[src/rtl/iop_pkg.sv]
package iop_pkg;
  typedef enum logic [1:0] {
    OPM_ADDR,
    OPM_MIXED,
    OPM_GPIO
  } op_mode_e;

  function automatic op_mode_e decode_mode(input logic [1:0] raw);
    case (raw)
      2'd1:    decode_mode = OPM_ADDR;
      2'd2:    decode_mode = OPM_MIXED;
      default: decode_mode = OPM_GPIO;
    endcase
  endfunction
endpackage

[src/rtl/io_port_regs.sv]
module io_port_regs
  import iop_pkg::*;
#(
  parameter int W = 8,
  parameter int AW = 16,
  parameter logic [AW-1:0] A_DIR = 16'hFFB1,
  parameter logic [AW-1:0] A_DAT = 16'hFFB3,
  parameter logic [AW-1:0] A_PU = 16'hFFAD
) (
  input  logic          clk,
  input  logic          rst_n,
  input  op_mode_e      mode,
  input  logic          hw_stby,
  input  logic          bus_sel,
  input  logic          bus_wr,
  input  logic [AW-1:0] bus_addr,
  input  logic [W-1:0]  bus_wdata,
  output logic [W-1:0]  dir_eff,
  output logic [W-1:0]  dat_q,
  output logic [W-1:0]  pu_q
);
  logic [W-1:0] dir_q, dir_d, dat_d, pu_d;
  logic wr_en, hit_dir, hit_dat, hit_pu;
  logic dir_en, dat_en, pu_en;

  assign wr_en   = bus_sel & bus_wr;
  assign hit_dir = wr_en && (bus_addr == A_DIR);
  assign hit_dat = wr_en && (bus_addr == A_DAT);
  assign hit_pu  = wr_en && (bus_addr == A_PU);

  always_comb begin
    dir_en = 1'b0;
    dir_d  = dir_q;
    if (mode == OPM_ADDR) begin
      dir_en = 1'b1;
      dir_d  = '1;
    end else if (hw_stby) begin
      dir_en = 1'b1;
      dir_d  = '0;
    end else if (hit_dir) begin
      dir_en = 1'b1;
      dir_d  = bus_wdata;
    end
    dat_en = hit_dat;
    dat_d  = bus_wdata;
    pu_en  = hit_pu;
    pu_d   = bus_wdata;
  end

  always_ff @(posedge clk or negedge rst_n) begin
    if (!rst_n) begin
      dir_q <= '0;
      dat_q <= '0;
      pu_q  <= '0;
    end else begin
      if (dir_en) dir_q <= dir_d;
      if (dat_en) dat_q <= dat_d;
      if (pu_en)  pu_q  <= pu_d;
    end
  end

  assign dir_eff = (mode == OPM_ADDR) ? '1 : dir_q;

  assert_hw_clear_R7: assert property (@(posedge clk) disable iff (!rst_n)
    (hw_stby && mode != OPM_ADDR) |=> (dir_q == '0));
  assert_dir_hold_R8: assert property (@(posedge clk) disable iff (!rst_n)
    (!hw_stby && !hit_dir && mode != OPM_ADDR) |=> $stable(dir_q));
  assert_data_write_R9: assert property (@(posedge clk) disable iff (!rst_n)
    hit_dat |=> (dat_q == $past(bus_wdata)));
  assert_addr_load_R2: assert property (@(posedge clk) disable iff (!rst_n)
    (mode == OPM_ADDR) |=> (dir_q == '1));
endmodule

[src/rtl/io_pin_mux.sv]
module io_pin_mux
  import iop_pkg::*;
#(
  parameter int W = 8
) (
  input  op_mode_e     mode,
  input  logic         hw_stby,
  input  logic [W-1:0] dir_eff,
  input  logic [W-1:0] dat_q,
  input  logic [W-1:0] pu_q,
  input  logic [W-1:0] addr_hi,
  output logic [W-1:0] pin_out,
  output logic [W-1:0] pin_oe,
  output logic [W-1:0] pin_pu
);
  logic use_data;
  assign use_data = (mode == OPM_GPIO);

  for (genvar i = 0; i < W; i++) begin : g_pin
    logic src;
    assign src        = use_data ? dat_q[i] : addr_hi[i];
    assign pin_out[i] = dir_eff[i] & src;
    assign pin_oe[i]  = dir_eff[i] & ~hw_stby;
    assign pin_pu[i]  = pu_q[i] & ~dir_eff[i] & ~hw_stby;
  end
endmodule

[src/rtl/io_read_mux.sv]
module io_read_mux #(
  parameter int W = 8,
  parameter int AW = 16,
  parameter logic [AW-1:0] A_DIR = 16'hFFB1,
  parameter logic [AW-1:0] A_DAT = 16'hFFB3,
  parameter logic [AW-1:0] A_PU = 16'hFFAD
) (
  input  logic          bus_sel,
  input  logic [AW-1:0] bus_addr,
  input  logic [W-1:0]  dir_eff,
  input  logic [W-1:0]  dat_q,
  input  logic [W-1:0]  pu_q,
  input  logic [W-1:0]  pin_in,
  output logic [W-1:0]  bus_rdata
);
  always_comb begin
    bus_rdata = '0;
    if (bus_sel) begin
      if (bus_addr == A_DIR)      bus_rdata = '1;
      else if (bus_addr == A_DAT) bus_rdata = (dat_q & dir_eff) | (pin_in & ~dir_eff);
      else if (bus_addr == A_PU)  bus_rdata = pu_q;
    end
  end
endmodule

[src/rtl/gpio_modal_port.sv]
module gpio_modal_port
  import iop_pkg::*;
#(
  parameter int W = 8,
  parameter int AW = 16,
  parameter logic [AW-1:0] A_DIR = 16'hFFB1,
  parameter logic [AW-1:0] A_DAT = 16'hFFB3,
  parameter logic [AW-1:0] A_PU = 16'hFFAD
) (
  input  logic          clk,
  input  logic          rst_n,
  input  logic [1:0]    op_mode,
  input  logic          hw_stby,
  input  logic          sw_stby,
  input  logic          bus_sel,
  input  logic          bus_wr,
  input  logic [AW-1:0] bus_addr,
  input  logic [W-1:0]  bus_wdata,
  output logic [W-1:0]  bus_rdata,
  input  logic [W-1:0]  addr_hi,
  input  logic [W-1:0]  pin_in,
  output logic [W-1:0]  pin_out,
  output logic [W-1:0]  pin_oe,
  output logic [W-1:0]  pin_pu
);
  logic rst_meta, rst_sync_n;
  op_mode_e mode;
  logic [W-1:0] dir_eff, dat_q, pu_q;
  logic sw_unused;

  always_ff @(posedge clk or negedge rst_n) begin
    if (!rst_n) begin
      rst_meta   <= 1'b0;
      rst_sync_n <= 1'b0;
    end else begin
      rst_meta   <= 1'b1;
      rst_sync_n <= rst_meta;
    end
  end

  assign mode = decode_mode(op_mode);
  // Software standby keeps all state: it enters no logic path.
  assign sw_unused = sw_stby;

  io_port_regs #(.W(W), .AW(AW), .A_DIR(A_DIR), .A_DAT(A_DAT), .A_PU(A_PU)) u_regs (
    .clk(clk), .rst_n(rst_sync_n), .mode(mode), .hw_stby(hw_stby),
    .bus_sel(bus_sel), .bus_wr(bus_wr), .bus_addr(bus_addr), .bus_wdata(bus_wdata),
    .dir_eff(dir_eff), .dat_q(dat_q), .pu_q(pu_q)
  );

  io_pin_mux #(.W(W)) u_pins (
    .mode(mode), .hw_stby(hw_stby), .dir_eff(dir_eff), .dat_q(dat_q), .pu_q(pu_q),
    .addr_hi(addr_hi), .pin_out(pin_out), .pin_oe(pin_oe), .pin_pu(pin_pu)
  );

  io_read_mux #(.W(W), .AW(AW), .A_DIR(A_DIR), .A_DAT(A_DAT), .A_PU(A_PU)) u_rd (
    .bus_sel(bus_sel), .bus_addr(bus_addr), .dir_eff(dir_eff), .dat_q(dat_q),
    .pu_q(pu_q), .pin_in(pin_in), .bus_rdata(bus_rdata)
  );

  assert_addr_pins_R2: assert property (@(posedge clk) disable iff (!rst_sync_n)
    (op_mode == 2'd1 && !hw_stby) |-> (pin_oe == '1 && pin_out == addr_hi));
  assert_dir_reads_ones_R5: assert property (@(posedge clk) disable iff (!rst_sync_n)
    (bus_sel && bus_addr == A_DIR) |-> (bus_rdata == '1));
  assert_hw_float_R7: assert property (@(posedge clk) disable iff (!rst_sync_n)
    hw_stby |-> (pin_oe == '0));
  assert_pull_exclusive_R10: assert property (@(posedge clk) disable iff (!rst_sync_n)
    (pin_pu & pin_oe) == '0);
  assert_idle_bus_R12: assert property (@(posedge clk) disable iff (!rst_sync_n)
    !bus_sel |-> (bus_rdata == '0));
endmodule

[config.mk]
export PLATFORM = sky130hd
export DESIGN_NAME = gpio_modal_port
export DESIGN_NICKNAME = d
export VERILOG_FILES = /design/src/rtl/iop_pkg.sv /design/src/rtl/io_port_regs.sv /design/src/rtl/io_pin_mux.sv /design/src/rtl/io_read_mux.sv /design/src/rtl/gpio_modal_port.sv
export SDC_FILE = /design/constraint.sdc
export NUM_CORES = 1
export LEC_CHECK = 0
export BUFFER_PORTS_ARGS = -buffer_cell sky130_fd_sc_hd__buf_4
export CAP_MARGIN = 5
export CORE_UTILIZATION = 46
export DETAILED_ROUTE_END_ITERATION = 16
export HOLD_SLACK_MARGIN = 0.03
export PLACE_DENSITY = 0.79
export SETUP_SLACK_MARGIN = 0.3
export SLEW_MARGIN = 10
export SYNTH_ARGS = -nofsm -noshare
export SYNTH_HDL_FRONTEND = slang
export SYNTH_SLANG_ARGS = --single-unit
[constraint.sdc]
create_clock -name clk -period 2.2 [get_ports clk]
set_input_delay 0.44 -clock clk [delete_from_list [all_inputs] [get_ports clk]]
set_output_delay 0.44 -clock clk [all_outputs]
set_load 0.005 [all_outputs]
==> results by group <==
Status
  • Status: completed

Worst setup path
  • Max FO, Critical Path: 3
  • CP Cell Sequence: buf_6 > and4b_1 > nand4b_1 > nor3_4 > buf_4 > a22o_1 > buf_4
  • CP top delay family: simple AND/OR/NAND/NOR gates
  • Most frequent cell on the critical path: buf_4
  • Critical Path Sink Type: primary output
  • RR Startpoint: u_regs.dir_q[7]
  • Data arrival, critical path: about 1.6 ns
  • CP Class: in -> out
  • CP startpoint: bus_addr[6]
  • Biggest cell delay along the critical path: about 0.27 ns
  • Slowest CP cell: and4b_1
  • Critical path buffer and inverter count: 3
  • CP required: 1.76 ns
  • Startpoint types: input port

Pwr
  • Leakage: approximately 1.3 nW
  • Maximum VDD drop: 0.334 mV
  • Power consumption: 1.10 mW
  • PwrDens: ~430 nW/um^2

Floorplan
  • FP Rows: 21
  • Ports: 80
  • DIE WIDTH: about 63 um
  • Initial Util: 0.493
  • Die area: around 3900 sq um
  • Core region area: 3440 sq um
  • Die height: ~63 um

Yosys
  • Synthesized instance count: between 150 and 200
  • Post-synth EDFFs: 0
  • Synth top area share: 0.383
  • Seq cells post-synth: 26
  • Synth area leaders: dfrtp_1, mux2_4, nor2_1, mux2_2, mux2i_1
  • Net Count, Synth: 231
  • Register area share after synthesis: 0.383
  • Yosys warning count: 0
  • Main synth FF type: dfrtp_1
  • Mapped Area: 1700 sq um
  • Async set-reset flop share out of synthesis: 1.00
  • Distinct cells, synth: 29
  • Syn avg cell area: a little over 9 sq um
  • Biggest area consumer among synthesized cells: dfrtp_1
  • Commonest cells in the netlist: dfrtp_1, nor2_1, nand2_1, nand3_1

CTS
  • Post-CTS Setup Bufs: 0
  • # clock sinks: 26
  • Number of buffers created by CTS: 3
  • Clk Latency, worst-skew pair: about 0.27 ns
  • Root Buffer: clkbuf_8
  • H-tree depth: 1
  • Clk buf depth: 2
  • CTS tree: built
  • Clock slew at reported path FFs: 0.09 ns

Routing
  • Pre-antenna DRT Iters: 4
  • Vias per inst: 5.45
  • DR WL/cell: around 15 um
  • Via count: 1700
  • Routed WL: 4.66 mm
  • 1st-iter DRT viols: 62
  • DR DRC count: 0
  • Post-route ant nets: 0

Cells and area
  • # diodes: 0
  • Share of cells above drive strength 1: 0.455
  • Final Util: 0.738
  • Area grow syn2layout: 49.5%
  • Final Cell Area: 2540 sq um
  • Final #Nets: ~320

Timing
  • Final period utilization: 0.930
  • Final Hold Vio Count: 0
  • Setup Skew: between 0.001 and 0.0015 ns
  • Relative slew slack: 0.612
  • Final number of setup-violating endpoints: 0
  • Fmax: about 0.49 GHz
  • Worst slew pin tran: 0.582 ns
  • Hold WS: a little over 0.1 ns
  • Min cycle time layout: between 2 and 2.5 ns
  • Final Max Tran Viols: 0
  • RSZ-0062 raised after global routing: true

Global route
  • Number of global-route vias before repair: 1590
  • Global-route wire length before repair: slightly above 7 mm
  • GRT Total Usage: 0.232
  • GRT Residual Overflow: 0
  • Initial antenna violation count: 0
  • Largest net degree at the start of global routing: 33

Run
  • Max-Cap Viols: 0

Placement
  • Port-buffer cells: 78
  • GPL Wtd Cong: approximately 0.75
  • Placed cell area: between 2000 and 2500 sq um
  • Hpwl dp: between 3 and 4 mm

Worst hold path
  • Worst Hold Class: reg -> async
layout make-up:
type / count / area, sq um
clock buffer: 4 / 55.1
fill: 297 / 903
inverter: 1 / 3.75
multi-input combinational: 144 / 1040
sequential: 26 / 651
tap: 46 / 57.6
timing repair buffer: 91 / 727
layout by cell type, fill, tap and decap left out, types with 2 or more instances in the layout:
cell type / n
mux2_4: 8
mux2i_1: 8
nand2b_1: 7
nand3_2: 2
a21oi_1: 8
nor2_2: 3
nor3_4: 2
buf_6: 3
and4_1: 2
o311ai_0: 7
dfrtp_1: 26
nand3_1: 9
nor4b_2: 3
nand2_1: 17
nor2b_1: 9
clkbuf_8: 4
nor4b_1: 5
a22o_1: 8
buf_4: 85
nor2_1: 23
o21ai_0: 7
mux2_2: 8
flip-flops by register name (all words and copies together) (netlist names):
| signal | count |
|---|---|
| rst_meta | 1 |
| rst_sync_n | 1 |
| u_regs.dat_q | 8 |
| u_regs.dir_q | 8 |
| u_regs.pu_q | 8 |
cells by family after synthesis:
kind of cell | after synthesis | synth area share
simple gates | 87 | 0.281
compound gates | 31 | 0.125
flops | 26 | 0.383
mux | 24 | 0.171
buf+inv | 12 | 0.0309
fa+ha+maj | 1 | 0.00737
other cells | 1 | 0.00221
worst reg2reg max path, stage by stage (launching register included):
cell and delay (ns):
dfrtp_1 0.42, nor2b_1 0.16, a21oi_1 0.16, o311ai_0 0.15
power by group:
group / internal, mW / switching [mW]
Clock: 0.160 / 0.148
Sequential: 0.497 / 0.0221
Combinational: 0.153 / 0.120
worst paths after layout:
| check | slack (ns) | endpoint | cells past startpoint |
|---|---|---|---|
| worst max-delay path | 0.15 | bus_rdata[2] | 7 |
| worst min-delay path | 0.10 | u_regs.dir_q[2] | 0 |
| worst max register to register | 1.17 | u_regs.dir_q[7] | 3 |
| worst min register to register | 0.10 | u_regs.dir_q[2] | 0 |
| max in group asynchronous | 1.57 | u_regs.dir_q[7] | 1 |
| min in group clk | 0.36 | rst_sync_n | 0 |
stage by stage:
step / setup WS (ns) / cells / setup TNS [ns]
2_1_floorplan: 0.331 / 182 / 0
3_3_place_gp: -0.0448 / 306 / -0.177
3_5_place_dp: -0.0418 / 306 / -0.162
4_1_cts: 0.152 / 311 / 0
5_1_grt: 0.113 / 312 / 0
6_report: 0.154 / 312 / 0
what timing repair did:
item	CTS	global route
hold buffers	1	0
setup endpoints to repair	8	21
pin swaps	3	2
resized for setup	5	9
cloned	0	1
endpoints found under the hold margin	2	0
metal layers:
metal | global-route usage | vias to the layer above | share of wire
li1 | - | 835 | -
met1 | 0.312 | 807 | 0.44
met2 | 0.399 | 52 | 0.50
met3 | 0.0274 | 6 | 0.044
met4 | 0.0494 | 0 | 0.011
met5 | 0 | - | 0
(Power assumes the default switching activity.)
